===== src/rtl/yuv_rgb_pkg.sv =====
package yuv_rgb_pkg;
  localparam int PIX_W   = 8;
  localparam int FRAC_W  = 6;
  localparam int SUM_W   = PIX_W + FRAC_W + 3;
  localparam int STAGES  = 3;

  localparam logic [PIX_W-1:0] COEF_R_V = 8'd88;
  localparam logic [PIX_W-1:0] COEF_G_U = 8'd22;
  localparam logic [PIX_W-1:0] COEF_G_V = 8'd45;
  localparam logic [PIX_W-1:0] COEF_B_U = 8'd111;

  typedef struct packed {
    logic s1En;
    logic s2En;
    logic s3En;
  } stageStrobe_t;
endpackage


===== src/rtl/yuv_rgb_term.sv =====
module yuv_rgb_term #(
  parameter int IN_W  = 8,
  parameter int OUT_W = 17,
  parameter logic [IN_W-1:0] COEF = '0
) (
  input  logic signed [IN_W-1:0]  chroma,
  output logic signed [OUT_W-1:0] product
);
  logic signed [OUT_W-1:0] extended;
  logic signed [OUT_W-1:0] partial [IN_W];

  assign extended = {{(OUT_W-IN_W){chroma[IN_W-1]}}, chroma};

  genvar b;
  generate
    for (b = 0; b < IN_W; b++) begin : g_bit
      if (COEF[b]) begin : g_on
        assign partial[b] = extended <<< b;
      end else begin : g_off
        assign partial[b] = '0;
      end
    end
  endgenerate

  always_comb begin
    product = '0;
    for (int k = 0; k < IN_W; k++) begin
      product = product + partial[k];
    end
  end
endmodule


===== src/rtl/yuv_rgb_ctrl.sv =====
module yuv_rgb_ctrl
  import yuv_rgb_pkg::*;
(
  input  logic         clk,
  input  logic         rst,
  input  logic         inValid,
  output logic         inReady,
  output logic         outValid,
  input  logic         outReady,
  output stageStrobe_t strobe
);
  logic [STAGES-1:0] stageValid;
  logic              advance;

  assign advance  = outReady | ~stageValid[STAGES-1];
  assign inReady  = advance;
  assign outValid = stageValid[STAGES-1];

  always_ff @(posedge clk) begin
    if (rst) begin
      stageValid[0] <= 1'b0;
    end else if (advance) begin
      stageValid[0] <= inValid;
    end
  end

  genvar s;
  generate
    for (s = 1; s < STAGES; s++) begin : g_stage
      always_ff @(posedge clk) begin
        if (rst) begin
          stageValid[s] <= 1'b0;
        end else if (advance) begin
          stageValid[s] <= stageValid[s-1];
        end
      end
    end
  endgenerate

  assign strobe.s1En = advance & inValid;
  assign strobe.s2En = advance & stageValid[0];
  assign strobe.s3En = advance & stageValid[1];
endmodule


===== src/rtl/yuv_rgb_dp.sv =====
module yuv_rgb_dp
  import yuv_rgb_pkg::*;
(
  input  logic             clk,
  input  stageStrobe_t     strobe,
  input  logic [PIX_W-1:0] lumaIn,
  input  logic [PIX_W-1:0] cbIn,
  input  logic [PIX_W-1:0] crIn,
  output logic [PIX_W-1:0] redOut,
  output logic [PIX_W-1:0] greenOut,
  output logic [PIX_W-1:0] blueOut
);
  localparam int PIX_MAX = (1 << PIX_W) - 1;
  localparam logic signed [SUM_W-1:0] HALF_LSB = SUM_W'(1) <<< (FRAC_W - 1);

  logic signed [PIX_W-1:0] cbSigned, crSigned;
  logic signed [SUM_W-1:0] rvTerm, guTerm, gvTerm, buTerm;

  assign cbSigned = {~cbIn[PIX_W-1], cbIn[PIX_W-2:0]};
  assign crSigned = {~crIn[PIX_W-1], crIn[PIX_W-2:0]};

  yuv_rgb_term #(.IN_W(PIX_W), .OUT_W(SUM_W), .COEF(COEF_R_V))
    rvTerm_i (.chroma(crSigned), .product(rvTerm));
  yuv_rgb_term #(.IN_W(PIX_W), .OUT_W(SUM_W), .COEF(COEF_G_U))
    guTerm_i (.chroma(cbSigned), .product(guTerm));
  yuv_rgb_term #(.IN_W(PIX_W), .OUT_W(SUM_W), .COEF(COEF_G_V))
    gvTerm_i (.chroma(crSigned), .product(gvTerm));
  yuv_rgb_term #(.IN_W(PIX_W), .OUT_W(SUM_W), .COEF(COEF_B_U))
    buTerm_i (.chroma(cbSigned), .product(buTerm));

  // stage 1: scaled luma and partial products
  logic signed [SUM_W-1:0] lumaQ, rvQ, guQ, gvQ, buQ;
  always_ff @(posedge clk) begin
    if (strobe.s1En) begin
      lumaQ <= $signed({{(SUM_W-PIX_W-FRAC_W){1'b0}}, lumaIn, {FRAC_W{1'b0}}});
      rvQ   <= rvTerm;
      guQ   <= guTerm;
      gvQ   <= gvTerm;
      buQ   <= buTerm;
    end
  end

  // stage 2: channel sums
  logic signed [SUM_W-1:0] redSum, greenSum, blueSum;
  always_ff @(posedge clk) begin
    if (strobe.s2En) begin
      redSum   <= lumaQ + rvQ;
      greenSum <= lumaQ - guQ - gvQ;
      blueSum  <= lumaQ + buQ;
    end
  end

  function automatic logic [PIX_W-1:0] roundClamp(input logic signed [SUM_W-1:0] sum);
    logic signed [SUM_W-1:0] biased;
    logic signed [SUM_W-1:0] whole;
    biased = sum + HALF_LSB;
    whole  = biased >>> FRAC_W;
    if (whole < 0)
      return '0;
    else if (whole > PIX_MAX)
      return PIX_W'(PIX_MAX);
    else
      return whole[PIX_W-1:0];
  endfunction

  // stage 3: round and clamp
  always_ff @(posedge clk) begin
    if (strobe.s3En) begin
      redOut   <= roundClamp(redSum);
      greenOut <= roundClamp(greenSum);
      blueOut  <= roundClamp(blueSum);
    end
  end
endmodule


===== src/rtl/yuv_rgb_conv.sv =====
module yuv_rgb_conv
  import yuv_rgb_pkg::*;
(
  input  logic       clk,
  input  logic       rst,
  input  logic       inValid,
  output logic       inReady,
  input  logic [7:0] inY,
  input  logic [7:0] inU,
  input  logic [7:0] inV,
  output logic       outValid,
  input  logic       outReady,
  output logic [7:0] outR,
  output logic [7:0] outG,
  output logic [7:0] outB
);
  stageStrobe_t strobe;

  yuv_rgb_ctrl ctrl_i (
    .clk(clk), .rst(rst), .inValid(inValid), .inReady(inReady),
    .outValid(outValid), .outReady(outReady), .strobe(strobe)
  );

  yuv_rgb_dp dp_i (
    .clk(clk), .strobe(strobe), .lumaIn(inY), .cbIn(inU), .crIn(inV),
    .redOut(outR), .greenOut(outG), .blueOut(outB)
  );
endmodule


===== config.mk =====
export PLATFORM = sky130hd
export DESIGN_NAME = yuv_rgb_conv
export DESIGN_NICKNAME = d
export VERILOG_FILES = /design/src/rtl/yuv_rgb_pkg.sv /design/src/rtl/yuv_rgb_term.sv /design/src/rtl/yuv_rgb_ctrl.sv /design/src/rtl/yuv_rgb_dp.sv /design/src/rtl/yuv_rgb_conv.sv
export SDC_FILE = /design/constraint.sdc
export NUM_CORES = 1
export LEC_CHECK = 0
export ABC_AREA = 0
export BUFFER_PORTS_ARGS = -buffer_cell sky130_fd_sc_hd__buf_2
export CAP_MARGIN = 5
export CORE_ASPECT_RATIO = 0.75
export CORE_MARGIN = 3
export CORE_UTILIZATION = 45
export CTS_BUF_LIST = sky130_fd_sc_hd__clkbuf_8
export DETAILED_ROUTE_END_ITERATION = 10
export PLACE_DENSITY = 0.65
export SLEW_MARGIN = 5
export SYNTH_ARGS = -nofsm -noshare
export SYNTH_HDL_FRONTEND = slang
export SYNTH_SLANG_ARGS = --single-unit

===== constraint.sdc =====
create_clock -name clk -period 10.42 [get_ports clk]
set_clock_uncertainty 0.05 [all_clocks]
set_input_delay 0.521 -clock clk [delete_from_list [all_inputs] [get_ports clk]]
set_output_delay 0.521 -clock clk [all_outputs]
set_load 0.1 [all_outputs]

==> impl_metrics.json <==
{
  "grt_start_max_net_pins": 57,
  "initial_core_util": 0.469,
  "syn_inst": 798,
  "wl_per_cell_um": 14.4,
  "setup.worst_path.start_class": "input pin",
  "swShare": 0.388,
  "total_power_mw": 2.08,
  "grt_pass1_vias": 5412,
  "totalWireLength_mm": 16.3,
  "rsz0062_at_grt": "no",
  "route.detailed.drc": 0,
  "yosysSeqAreaShare": 0.400,
  "internal_power_mw": 1.27,
  "status": "finished clean",
  "min_period_over_period": 0.421,
  "io_pins": 54,
  "cp_data_arrival_time_ps": 4510,
  "setup_viol": 0,
  "cts_buffers": 17,
  "clk_path_buf_depth": 2,
  "fmax_mhz": 228,
  "ys_ff_latch": 119,
  "die_w_um": 168,
  "cts_max_level": 4,
  "cpMaxStageDelayCell": "fa_1",
  "synth_fp_nets": 970,
  "finish.instance_area_um2": 9780,
  "synth_top_area_cell": "edfxtp_1",
  "final.setup.tns_ps": 0,
  "path_max_fanout": 9,
  "cts-hold-fix-buffers": 0,
  "drive_gt1_frac": 0.113,
  "ant_nets": 0,
  "cp_top_family": "adder cells",
  "routed.top_layer": "met4",
  "met2_length_mm": 6.52,
  "rows": 43,
  "synth_area_leaders": "edfxtp_1 39%, ha_1 13%, fa_1 11%",
  "synth_edf_count": 116,
  "p_sw_mw": 0.805,
  "timing_hold_violations_final": 0,
  "ys_top_cells_by_count": "116 x edfxtp_1, 95 x ha_1, 75 x inv_1",
  "coreArea_um2": 18900,
  "clk_pin_slew_ps": 80,
  "crit_type": "input pin to register",
  "p_comb_frac": 0.462,
  "dpl-instance-area_um2": 9420,
  "post_cts_buffers": 0,
  "wl_met1_mm": 8.83,
  "port_buffers": 53,
  "holdWs_ps": 205,
  "synthesis.area_um2": 8860,
  "clkLatencyLatePin_ps": 440,
  "cts_resized": 0,
  "ir_drop_mv": 0.0866,
  "grt_usage": 0.153,
  "ys_types": 58,
  "ys.flop_type": "edfxtp_1",
  "yosys_warnings": 0,
  "synth.avg_cell_area_um2": 11.1,
  "vias": 5912,
  "required_ps": 10550,
  "num-nets-final": 1039,
  "gp_congestion": 0.882,
  "post-dp-hpwl_mm": 12.9,
  "async_flop_share": 0,
  "overflow": 0,
  "path_cells": "buf_2 -> fa_1 -> ha_1 -> a31o_2 -> a21oi_1 -> xor2_1 -> fa_1 -> inv_1 -> ha_1 -> ha_1 -> inv_1 -> fa_1 -> nor2b_1 -> o31a_1 -> o221a_2 -> o31ai_1 -> xnor2_1",
  "yosysTopAreaCellShare": 0.393,
  "diodes": 0,
  "clkSinkCount": 119,
  "fin_cells": 1127,
  "drtPass1Iterations": 4,
  "viasPerCell": 5.25,
  "synth.most_common_cell": "edfxtp_1",
  "p_seq_frac": 0.354,
  "crit_buf_inv": 3,
  "slew_headroom": 0.333,
  "worst_slew_pin_slew_ps": 1000,
  "drtIter0Drc": 349,
  "grt_pass1_wl_mm": 26.4,
  "maxSlewViolCount": 0,
  "wl_met3_um": 706,
  "min_period_ps": 4390,
  "dieArea_um2": 21400,
  "place_inst": 1095,
  "die-height_um": 128,
  "root_buffer": "clkbuf_8",
  "slowest_delay_ps": 530,
  "p_per_area_nw_per_um2": 212,
  "hold_path.class": "input pin to register",
  "drv_cap": 0,
  "clkPwrFrac": 0.184,
  "antenna_found_initial": 1,
  "area_growth_syn_to_layout_pct": 10.4,
  "cts_tree": "built",
  "endpoint_kind": "register",
  "leakage_nw": 3.97
}
kinds of logic (layout without fill, tap and decap cells):
kind of cell	after synthesis	count (layout)	synth area share
DFF	119	119	0.400
buffers and inverters	80	162	0.0348
and+or+nand+nor	202	202	0.115
AOI/OAI and AO/OA	178	178	0.130
muxes	3	3	0.00353
adders and majority gates	144	144	0.245
xor gates and xnor gates	72	72	0.0712
path summary, 6_finish.rpt:
check                              startpoint                 to  slack, ps  depth (start not counted)
worst max-delay path                   inU[3]       dp_i.buQ[15]       6030                         17
worst min register to register    dp_i.buQ[5]    dp_i.blueSum[5]        390                          0
worst max register to register  dp_i.lumaQ[7]  dp_i.greenSum[16]       7240                          7
worst min-delay path                      rst    ctrl_i.outValid        200                          2
layout make-up:
type	count	area (um2)
clock inverter	15	126
timing repair buffer	55	280
clock buffer	17	234
fill	1655	9100
tap	247	309
sequential	119	3540
multi-input combinational	599	5010
inverter	75	282
sequential cells by signal, indices dropped and copies added, names as in the netlist, 10 cells and up:
name,flops
dp_i.blueSum,12
dp_i.buQ,14
dp_i.greenSum,12
dp_i.guQ,10
dp_i.gvQ,14
dp_i.redSum,12
dp_i.rvQ,10
per-stage QoR:
stage / worst slack (ps) / util
6_report: 6030 / 0.518
5_1_grt: 5820 / 0.518
4_1_cts: 6060 / 0.518
3_5_place_dp: 5580 / 0.499
3_3_place_gp: 5700 / 0.499
2_1_floorplan: 6150 / -
routing by layer:
layer  vias to the layer above  global-route usage
met1                      2710               0.234
met3                        15              0.0334
met5                         -                   0
met4                         0              0.0486
met2                       118               0.216
li1                       3069                   -
cell usage in the layout (no fill, tap or decap), drive strengths merged, types with 4 or more instances in the layout:
cell type / instances
a211oi: 14
a21o: 13
a21oi: 56
a31o: 4
a31oi: 7
and2: 8
and3: 7
buf: 55
clkbuf: 17
clkinv: 4
clkinvlp: 4
edfxtp: 116
fa: 49
ha: 95
inv: 81
nand2: 36
nand2b: 7
nand3: 20
nand4: 6
nand4b: 4
nor2: 61
nor2b: 9
nor3: 17
nor4: 8
o21a: 13
o21ai: 32
o31ai: 5
or4: 6
xnor2: 55
xor2: 17
power by group through the flow:
stage                     Sequential, mW  Combinational (mW)  Clock [mW]
after global routing               0.744                1.08       0.417
after global placement             0.743               0.930           0
after CTS                          0.735               0.959       0.395
after detailed placement           0.745               0.951           0
final                              0.734               0.960       0.382
after floorplan                    0.759               0.721           0
(Power assumes the default switching activity.)
